==> src/rtl/bytedma_pkg.sv <==
package bytedma_pkg;
    typedef enum logic [2:0] {
        ST_IDLE,
        ST_FETCH,
        ST_PUT,
        ST_RDREQ,
        ST_RDCAP,
        ST_STORE,
        ST_FINISH
    } dma_state_e;

    localparam logic [2:0] SEL_CTRL = 3'd0;
    localparam logic [2:0] SEL_PAGE = 3'd1;
    localparam logic [2:0] SEL_IADR = 3'd2;
    localparam logic [2:0] SEL_EADR = 3'd3;
    localparam logic [2:0] SEL_CNT  = 3'd4;
endpackage

==> src/rtl/bytedma_regs.sv <==
module bytedma_regs #(
    parameter int EXT_AW     = 14,
    parameter int PAGE_W     = 8,
    parameter int INT_AW     = 14,
    parameter int CNT_W      = 14,
    parameter int WAIT_W     = 3,
    parameter int BOOT_WORDS = 32,
    localparam int PTR_W     = EXT_AW + PAGE_W
) (
    input  logic              clk,
    input  logic              rst_n,
    input  logic              boot_mode,
    input  logic              idle,
    input  logic              cfg_we,
    input  logic [2:0]        cfg_sel,
    input  logic [15:0]       cfg_wdata,
    input  logic              byte_step,
    input  logic              word_step,
    input  logic              core_ext_req,
    output logic              dir,
    output logic              wtype,
    output logic              ctx,
    output logic [WAIT_W-1:0] wait_cfg,
    output logic [PTR_W-1:0]  ext_ptr,
    output logic [INT_AW-1:0] int_addr,
    output logic [CNT_W-1:0]  count,
    output logic              start,
    output logic              cnt_one
);
    import bytedma_pkg::*;

    logic wr_ok;
    assign wr_ok   = cfg_we && idle;
    assign start   = wr_ok && (cfg_sel == SEL_CNT) && (|cfg_wdata[CNT_W-1:0]);
    assign cnt_one = (count == CNT_W'(1));

    always_ff @(posedge clk) begin
        if (!rst_n) begin
            dir      <= 1'b0;
            wtype    <= 1'b0;
            ctx      <= boot_mode;
            wait_cfg <= '0;
            ext_ptr  <= '0;
            int_addr <= '0;
            count    <= boot_mode ? CNT_W'(BOOT_WORDS) : '0;
        end else begin
            if (wr_ok) begin
                unique case (cfg_sel)
                    SEL_CTRL: begin
                        dir      <= cfg_wdata[0];
                        wtype    <= cfg_wdata[1];
                        ctx      <= cfg_wdata[2];
                        wait_cfg <= cfg_wdata[3 +: WAIT_W];
                    end
                    SEL_PAGE: ext_ptr[EXT_AW +: PAGE_W] <= cfg_wdata[PAGE_W-1:0];
                    SEL_IADR: int_addr <= cfg_wdata[INT_AW-1:0];
                    SEL_EADR: ext_ptr[EXT_AW-1:0] <= cfg_wdata[EXT_AW-1:0];
                    SEL_CNT:  count <= cfg_wdata[CNT_W-1:0];
                    default: ;
                endcase
            end
            if (byte_step) ext_ptr <= ext_ptr + PTR_W'(1);
            if (word_step) begin
                int_addr <= int_addr + INT_AW'(1);
                count    <= count - CNT_W'(1);
            end
        end
    end


    count_step_chk: assert property (@(posedge clk) disable iff (!rst_n)
        word_step |=> (count == $past(count) - CNT_W'(1)));


    ext_hold_chk: assert property (@(posedge clk) disable iff (!rst_n)
        (core_ext_req && !idle) |=> $stable(ext_ptr));


    cfg_frozen_chk: assert property (@(posedge clk) disable iff (!rst_n)
        !idle |=> ($stable(dir) && $stable(wtype) && $stable(ctx) && $stable(wait_cfg)));
endmodule

==> src/rtl/bytedma_fsm.sv <==
module bytedma_fsm #(
    parameter int WAIT_W = 3
) (
    input  logic              clk,
    input  logic              rst_n,
    input  logic              boot_mode,
    input  logic              start,
    input  logic              dir,
    input  logic              wtype,
    input  logic              ctx,
    input  logic [WAIT_W-1:0] wait_cfg,
    input  logic              core_ext_req,
    input  logic              cnt_one,
    output logic              idle,
    output logic              byte_step,
    output logic              word_step,
    output logic              word_load,
    output logic              bm_req,
    output logic              bm_we,
    output logic              im_we,
    output logic              im_re,
    output logic              busy,
    output logic              irq,
    output logic              core_hold,
    output logic              core_restart
);
    import bytedma_pkg::*;

    dma_state_e        state, state_nx;
    logic [WAIT_W-1:0] wcnt;
    logic [1:0]        bidx;
    logic [1:0]        last_idx;
    logic              in_access;
    logic              access_ok;
    logic              word_end;

    assign last_idx  = wtype ? 2'd1 : 2'd2;
    assign in_access = (state == ST_FETCH) || (state == ST_STORE);
    assign access_ok = in_access && !core_ext_req && (wcnt == wait_cfg);
    assign word_end  = access_ok && (bidx == last_idx);

    always_comb begin
        state_nx = state;
        unique case (state)
            ST_IDLE:   if (start) state_nx = dir ? ST_RDREQ : ST_FETCH;
            ST_FETCH:  if (word_end) state_nx = ST_PUT;
            ST_PUT:    state_nx = cnt_one ? ST_FINISH : ST_FETCH;
            ST_RDREQ:  state_nx = ST_RDCAP;
            ST_RDCAP:  state_nx = ST_STORE;
            ST_STORE:  if (word_end) state_nx = cnt_one ? ST_FINISH : ST_RDREQ;
            ST_FINISH: state_nx = ST_IDLE;
            default:   state_nx = ST_IDLE;
        endcase
    end

    always_ff @(posedge clk) begin
        if (!rst_n) begin
            state <= boot_mode ? ST_FETCH : ST_IDLE;
            wcnt  <= '0;
            bidx  <= '0;
        end else begin
            state <= state_nx;
            if (!in_access || core_ext_req || access_ok) wcnt <= '0;
            else                                         wcnt <= wcnt + WAIT_W'(1);
            if (state == ST_IDLE)  bidx <= '0;
            else if (access_ok)    bidx <= (bidx == last_idx) ? 2'd0 : bidx + 2'd1;
        end
    end

    always_comb begin
        bm_req       = 1'b0;
        bm_we        = 1'b0;
        im_we        = 1'b0;
        im_re        = 1'b0;
        busy         = 1'b1;
        irq          = 1'b0;
        word_load    = 1'b0;
        core_restart = 1'b0;
        unique case (state)
            ST_IDLE:   busy = 1'b0;
            ST_FETCH:  bm_req = !core_ext_req;
            ST_PUT:    im_we = 1'b1;
            ST_RDREQ:  im_re = 1'b1;
            ST_RDCAP:  word_load = 1'b1;
            ST_STORE: begin
                bm_req = !core_ext_req;
                bm_we  = !core_ext_req;
            end
            ST_FINISH: begin
                busy         = 1'b0;
                irq          = 1'b1;
                core_restart = ctx;
            end
            default:   busy = 1'b0;
        endcase
        idle      = (state == ST_IDLE);
        core_hold = ctx && (state != ST_IDLE);
        byte_step = access_ok;
        word_step = (state == ST_PUT) || ((state == ST_STORE) && word_end);
    end


    irq_pulse_chk: assert property (@(posedge clk) disable iff (!rst_n)
        irq |=> !irq);


    restart_release_chk: assert property (@(posedge clk) disable iff (!rst_n)
        core_restart |=> !core_hold);


    put_after_byte_chk: assert property (@(posedge clk) disable iff (!rst_n)
        (im_we && !dir) |-> $past(byte_step));
endmodule

==> src/rtl/bytedma_packer.sv <==
module bytedma_packer (
    input  logic        clk,
    input  logic        rst_n,
    input  logic        dir,
    input  logic        wtype,
    input  logic        byte_step,
    input  logic        word_load,
    input  logic [7:0]  bm_rdata,
    input  logic [23:0] im_rdata,
    output logic [7:0]  bm_wdata,
    output logic [23:0] im_wdata
);
    logic [23:0] sh;

    always_ff @(posedge clk) begin
        if (!rst_n) begin
            sh <= '0;
        end else if (word_load) begin
            sh <= wtype ? {im_rdata[15:0], 8'h00} : im_rdata;
        end else if (byte_step) begin
            sh <= {sh[15:0], dir ? 8'h00 : bm_rdata};
        end
    end

    assign bm_wdata = sh[23:16];
    assign im_wdata = wtype ? {8'h00, sh[15:0]} : sh;


    load_top_chk: assert property (@(posedge clk) disable iff (!rst_n)
        (word_load && !wtype) |=> (bm_wdata == $past(im_rdata[23:16])));
endmodule

==> src/rtl/bytedma_engine.sv <==
module bytedma_engine #(
    parameter int EXT_AW     = 14,
    parameter int PAGE_W     = 8,
    parameter int INT_AW     = 14,
    parameter int CNT_W      = 14,
    parameter int WAIT_W     = 3,
    parameter int BOOT_WORDS = 32
) (
    input  logic                     clk,
    input  logic                     rst_n,
    input  logic                     boot_mode,
    input  logic                     cfg_we,
    input  logic [2:0]               cfg_sel,
    input  logic [15:0]              cfg_wdata,
    output logic [CNT_W-1:0]         word_count,
    output logic                     busy,
    output logic                     irq,
    input  logic                     core_ext_req,
    output logic                     core_hold,
    output logic                     core_restart,
    output logic                     bm_req,
    output logic                     bm_we,
    output logic [EXT_AW+PAGE_W-1:0] bm_addr,
    output logic [7:0]               bm_wdata,
    input  logic [7:0]               bm_rdata,
    output logic                     im_we,
    output logic                     im_re,
    output logic                     im_dm,
    output logic [INT_AW-1:0]        im_addr,
    output logic [23:0]              im_wdata,
    input  logic [23:0]              im_rdata
);
    localparam int PTR_W = EXT_AW + PAGE_W;

    logic              dir, wtype, ctx, idle, start, cnt_one;
    logic              byte_step, word_step, word_load;
    logic [WAIT_W-1:0] wait_cfg;
    logic [PTR_W-1:0]  ext_ptr;
    logic [INT_AW-1:0] int_addr;

    bytedma_regs #(
        .EXT_AW(EXT_AW), .PAGE_W(PAGE_W), .INT_AW(INT_AW),
        .CNT_W(CNT_W), .WAIT_W(WAIT_W), .BOOT_WORDS(BOOT_WORDS)
    ) regs_i (
        .clk(clk), .rst_n(rst_n), .boot_mode(boot_mode), .idle(idle),
        .cfg_we(cfg_we), .cfg_sel(cfg_sel), .cfg_wdata(cfg_wdata),
        .byte_step(byte_step), .word_step(word_step), .core_ext_req(core_ext_req),
        .dir(dir), .wtype(wtype), .ctx(ctx), .wait_cfg(wait_cfg),
        .ext_ptr(ext_ptr), .int_addr(int_addr), .count(word_count),
        .start(start), .cnt_one(cnt_one)
    );

    bytedma_fsm #(.WAIT_W(WAIT_W)) fsm_i (
        .clk(clk), .rst_n(rst_n), .boot_mode(boot_mode), .start(start),
        .dir(dir), .wtype(wtype), .ctx(ctx), .wait_cfg(wait_cfg),
        .core_ext_req(core_ext_req), .cnt_one(cnt_one), .idle(idle),
        .byte_step(byte_step), .word_step(word_step), .word_load(word_load),
        .bm_req(bm_req), .bm_we(bm_we), .im_we(im_we), .im_re(im_re),
        .busy(busy), .irq(irq), .core_hold(core_hold), .core_restart(core_restart)
    );

    bytedma_packer pack_i (
        .clk(clk), .rst_n(rst_n), .dir(dir), .wtype(wtype),
        .byte_step(byte_step), .word_load(word_load),
        .bm_rdata(bm_rdata), .im_rdata(im_rdata),
        .bm_wdata(bm_wdata), .im_wdata(im_wdata)
    );

    assign bm_addr = ext_ptr;
    assign im_addr = int_addr;
    assign im_dm   = wtype;


    core_priority_chk: assert property (@(posedge clk) disable iff (!rst_n)
        core_ext_req |-> !bm_req);


    write_dir_chk: assert property (@(posedge clk) disable iff (!rst_n)
        bm_we |-> (dir && bm_req));
endmodule

==> config.mk <==
export PLATFORM = sky130hd
export DESIGN_NAME = bytedma_engine
export DESIGN_NICKNAME = d
export VERILOG_FILES = /design/src/rtl/bytedma_pkg.sv /design/src/rtl/bytedma_regs.sv /design/src/rtl/bytedma_fsm.sv /design/src/rtl/bytedma_packer.sv /design/src/rtl/bytedma_engine.sv
export SDC_FILE = /design/constraint.sdc
export NUM_CORES = 1
export LEC_CHECK = 0
export BUFFER_PORTS_ARGS = -buffer_cell sky130_fd_sc_hd__buf_2
export CAP_MARGIN = 20
export CORE_MARGIN = 4
export CORE_UTILIZATION = 50
export DETAILED_ROUTE_END_ITERATION = 7
export PLACE_DENSITY = 0.84
export SKIP_CTS_REPAIR_TIMING = 1
export SYNTH_ARGS = -nofsm -noshare
export SYNTH_HDL_FRONTEND = slang
export SYNTH_HIERARCHICAL = 1
export SYNTH_SLANG_ARGS = --single-unit
==> constraint.sdc <==
create_clock -name clk -period 3.5 [get_ports clk]
set_clock_uncertainty 0.1 [all_clocks]
set_input_delay 0.7 -clock clk [delete_from_list [all_inputs] [get_ports clk]]
set_output_delay 0.7 -clock clk [all_outputs]
set_load 0.005 [all_outputs]
# Word level (Yosys, flattened, before mapping)
# Cells that the tools add are included.
# W data, S select, Z words.
# totals
ff_bits,88
in_bits,56
word_cells,112
output_inout_bits,91
# op_classes
n_eq_ne,20
muxes,39
n_bitwise,1
reduce_logical,35
addsub,5
# op_table
op,n
$mux W14,8
$mux W24,4
$mux W22,2
$add A22 B1 Y22 const B,1
$mux W3,6
$pmux W3 S6,1
$mux W8,2
$add A14 B1 Y14 const B,1
$eq A14 B1 Y1 const B,1
$reduce_or A14 Y1,1
$sub A14 B1 Y14 const B,1
$eq A3 B2 Y1 const B,4
$eq A3 B3 Y1 const B,4
$mux W1,12
$reduce_and A2 Y1,6
$reduce_bool A2 Y1,6
$ne A3 B2 Y1 const B,3
$logic_and A1 B1 Y1,8
$eq A3 B1 Y1 const B,2
$logic_not A3 Y1,2
$mux W2,3
$mux W6,1
$ne A3 B1 Y1 const B,2
$reduce_or A2 Y1,3
other kinds (11),16

# Logic depth before layout (Yosys ltp)
# logic_depth
word_depth,9
depth_mapped,9
depth_no_buf,8

# By module
# The synthesis kept the hierarchy.
# by_module_without_submodules
mod,seq_area_each_um2,cells_per_inst,n_inst,area_per_inst_um2
bytedma_regs,1271.2,392,1,3308.2
bytedma_packer,480.5,144,1,1415.1
bytedma_fsm,190.2,67,1,575.6

# Worst setup path before layout
# Ideal clock, no wire load.
# synth_path
kind,in2reg
from,input port core_ext_req
to,register regs_i.count[4] (data pin)
slack_ps,898
stages,7
setup_ps,274
t_arrival_ps,2228
path_cell_list,nor3b_4 > and2_1 > a21o_1 > clkbuf_1 > clkbuf_1 > clkbuf_1 > a31oi_1
# synth_between
elab_chain_cells,8
# synth_lines
item,line_no,rtl
"start, declared",bytedma_engine.sv:18,"input logic core_ext_req,"
$logic_not A1 Y1,bytedma_fsm.sv:39,assign access_ok = in_access && !core_ext_req && (wcnt == wait_cfg);
$logic_and A1 B1 Y1 (2 in a row),bytedma_fsm.sv:39,
$logic_and A1 B1 Y1,bytedma_fsm.sv:40,assign word_end = access_ok && (bidx == last_idx);
$logic_and A1 B1 Y1,bytedma_fsm.sv:99,word_step = (state == ST_PUT) || ((state == ST_STORE) && word_end);
$logic_or A1 B1 Y1,bytedma_fsm.sv:99,
via word_step,bytedma_engine.sv:36,"logic byte_step, word_step, word_load;"
$mux W14,bytedma_regs.sv:63,if (word_step) begin
$mux W14,bytedma_regs.sv:38,if (!rst_n) begin
"end signal, assigned",bytedma_regs.sv:45,count <= boot_mode ? CNT_W'(BOOT_WORDS) : '0;
"end signal, assigned",bytedma_regs.sv:58,SEL_CNT: count <= cfg_wdata[CNT_W-1:0];
"end signal, assigned",bytedma_regs.sv:65,count <= count - CNT_W'(1);
"end, declared",bytedma_regs.sv:26,"output logic [CNT_W-1:0] count,"
# The timed path passes the listed nets, and every way through them passes these cells.
# A chain may end at the register's enable or synchronous reset.

# Worst setup path in the final report
# layout_path
from,register fsm_i.wcnt[0]
to,"register regs_i.count[10], enable pin"
# layout_between
elab_chain_cells,7
word_cells_on_any_way,8
classes_between,eq/ne: 3; reduce/logical: 5
# layout_lines
item,line_no,rtl
"start, declared",bytedma_fsm.sv:30,logic [WAIT_W-1:0] wcnt;
"start signal, assigned",bytedma_fsm.sv:64,else wcnt <= wcnt + WAIT_W'(1);
$eq A3 B3 Y1 (*),bytedma_fsm.sv:39,
$logic_and A1 B1 Y1 (*),bytedma_fsm.sv:39,
$logic_and A1 B1 Y1 (*),bytedma_fsm.sv:40,
$logic_and A1 B1 Y1 (*),bytedma_fsm.sv:99,
$logic_or A1 B1 Y1 (*),bytedma_fsm.sv:99,
via word_step,bytedma_engine.sv:36,
$ne A3 B1 Y1 (no source line),-,
$reduce_and A2 Y1 (no source line) (*),-,
# The timed path passes the listed nets; every way through them passes the cells marked *.

==> metrics.yaml <==
power:
  p_sw_share_pct: 34.9
  p_per_area_nw_per_um2: 457
  seq_power_share_pct: 45.6
  pwr-share-clk_pct: 27.3
  p_sw_w: 0.00100
  total_power_w: 0.00287
  p_leak_nw: 2.60
  p_int_w: 0.00187
  vdd_drop_max_mv: 0.242
  p_comb_share_pct: 27.0
worst_setup_path:
  cp-start-kind: "flop"
  crit_type: "reg -> reg"
  r2r_setup_slack_ns: 0.69
  crit_fanout: 14
  worstPathRequired_ns: 3.41
  worstPathArrival_ns: 2.72
  worstSetupEndpointType: "flop"
cts:
  path_clk_slew_ns: 0.10
  clk_latency_ns: 0.37
  cts_buffer_depth: 2
  root_buffer: "clkbuf_8"
  h-tree-depth: 3
  cts_made_buffers: 9
  cts_tree: "built"
  clkSinkCount: 88
yosys:
  synth.avg_cell_area_um2: 8.79
  syn_nets: 664
  async_flop_share_pct: 0
  yosysWarnings: 6
  synth-seq-cells: 88
  syn_inst: 603
  synth.top_cells.by_area: "dfxtp_1 26%, edfxtp_1 10%, mux2i_1 7.4%, nor2_1 3.7%, a21oi_1 3.5%"
  yosysTopAreaCell: "dfxtp_1"
  ys_seq_area_share_pct: 36.6
  ys.flop_type: "dfxtp_1"
  synth_area_um2: 5300
  synth_edf_count: 18
  synth_cell_types: 72
  synthDominantCellAreaShare_pct: 26.4
grt:
  grt_pass1_vias: 5126
  antenna_found_initial: 0
  track_usage_pct: 24.5
  overflow: 0
  grt_pass1_wl_mm: 25.2
  grt_max_degree: 46
layout:
  n_antenna_cell: 0
  drive_above_1_share_pct: 27.0
  syn2layout_area_growth_pct: 18.3
  layout.nets: 790
  final_core_util_pct: 60.7
  final_cells: 870
detailed_routing:
  num_vias: 5370
  vias_per_cell: 6.17
  wl_mm: 15.7
  first_pass_iters: 5
  drt-initial-drc-count: 531
  drc: 0
  ant_nets: 0
  wl_per_cell_um: 18.1
sta:
  fmaxAchievable_mhz: 356
  finalCritPeriodShare_pct: 80.3
  final_max_slew_viol_count: 0
  grt_setup_unrepaired: "false"
  finalSetupTns_ns: 0
  tightest_slew_ns: 0.901
  setup_ws_ns: 0.691
  setup_violations: 0
  fin_crit_ns: 2.81
  hold_viol: 0
  max-slew-margin-rel_pct: 39.8
floorplanning:
  die_h_um: 111
  num_io_pins: 147
  rows: 37
  core_um2: 10300
  start_util_pct: 51.3
  die_w_um: 111
  die_area_um2: 12300
placement:
  dp_hpwl_mm: 11.2
  post-place-cells: 854
  gp_congestion: 0.915
  numPortBuffers: 144
  dpl_worst_slack_ns: 0.589
job:
  max_cap_viol_count: 0
run_status:
  status: "finished, final reports clean"
min_path:
  hp-class: "reg -> reg"
==> final cells by class <==
| type | count | area [µm²] |
|---|---|---|
| tap | 136 | 170 |
| sequential | 88 | 1940 |
| multi-input combinational | 457 | 3070 |
| fill | 866 | 4050 |
| clock buffer | 11 | 174 |
| inverter | 20 | 75.1 |
| timing repair buffer | 153 | 788 |
| clock inverter | 5 | 48.8 |
==> state kept, by name, indices dropped and copies added (netlist names) <==
name             flops
regs_i/ctx           1
regs_i/wait_cfg      3
regs_i/dir           1
regs_i/int_addr     14
fsm_i/wcnt           3
regs_i/ext_ptr      22
fsm_i/state          3
fsm_i/bidx           2
pack_i/sh           24
regs_i/wtype         1
regs_i/count        14
==> routing by layer <==
layer	track usage, %	vias to the layer above	wire length (µm)
met5	0	-	0
met1	31.9	2533	6540
met3	4.20	57	1240
met4	11.2	0	514
met2	39.6	274	7410
li1	-	2506	-
==> cell families (layout without fill, tap and decap cells) <==
logic type      count (synthesis)  after routing  synth area share [%]
mux                            39             39                  7.37
simple gates                  233            233                  24.8
flops                          88             88                  36.6
compound gates                165            165                  22.1
buf+inv                        58            189                  5.48
fa+ha+maj                       5              5                  1.18
xor+xnor                       15             15                  2.48
==> final timing paths <==
path,to,from,cells after the start
max,regs_i/count[10]$_SDFFCE_PN0P_,fsm_i/wcnt[0]$_SDFF_PP0_,6
min,fsm_i/wcnt[0]$_SDFF_PP0_,fsm_i/wcnt[0]$_SDFF_PP0_,1
max reg2reg,regs_i/count[10]$_SDFFCE_PN0P_,fsm_i/wcnt[0]$_SDFF_PP0_,6
min reg2reg,fsm_i/wcnt[0]$_SDFF_PP0_,fsm_i/wcnt[0]$_SDFF_PP0_,1
==> worst max-delay path, cell delays in order, from the launching register on <==
cell	delay (ns)
dfxtp_1	0.35
xor2_1	0.20
or3_4	0.42
a21oi_2	0.15
a21o_1	0.44
inv_1	0.26
nand3_1	0.54
==> synthesized netlist by cell type (all sizes together) (6+ instances only) <==
| master | count |
|---|---|
| nand2b | 16 |
| o21ai | 32 |
| o22ai | 16 |
| nand2 | 34 |
| xor2 | 8 |
| a2bb2oi | 6 |
| inv | 20 |
| nor2 | 52 |
| xnor2 | 7 |
| or4 | 6 |
| dfxtp | 70 |
| edfxtp | 18 |
| nor3 | 16 |
| and3 | 11 |
| nand3 | 28 |
| a31oi | 9 |
| nor2b | 12 |
| nor4 | 13 |
| and2 | 6 |
| mux2i | 39 |
| buf | 22 |
| a211oi | 9 |
| a21oi | 38 |
| o211a | 9 |
| or3 | 8 |
| nand4 | 9 |
| clkbuf | 16 |
==> layout by cell type (no fill, tap or decap), types with 10 or more instances in the layout <==
| cell | Yosys | final |
|---|---|---|
| nand2b_1 | 15 | 15 |
| nand2_1 | 34 | 34 |
| nand3_1 | 25 | 25 |
| buf_2 | 12 | 144 |
| nor2b_1 | 12 | 12 |
| dfxtp_1 | 70 | 70 |
| inv_1 | 20 | 20 |
| nor2_1 | 52 | 52 |
| mux2i_1 | 39 | 39 |
| nor4_1 | 13 | 13 |
| a21oi_1 | 37 | 37 |
| o22ai_2 | 10 | 10 |
| o21ai_0 | 32 | 32 |
| edfxtp_1 | 18 | 18 |
| nor3_1 | 14 | 13 |
==> per-stage QoR <==
stage,hold WS [ns],cell area [µm²]
finish,0.370,6270
global route,0.423,6270
CTS,0.372,6270
detailed placement,0.349,6050
global placement,0.344,6050
floorplan,0.328,5300
==> power by group through the flow <==
stage / clock network, W / registers, W / logic, W
2_1_floorplan: 0 / 0.00129 / 0.000512
3_3_place_gp: 0 / 0.00132 / 0.000734
3_5_place_dp: 0 / 0.00133 / 0.000760
4_1_cts: 0.000785 / 0.00131 / 0.000765
5_1_grt: 0.000833 / 0.00133 / 0.000851
6_report: 0.000783 / 0.00131 / 0.000775
No activity file was read; power rests on OpenSTA's default activity.
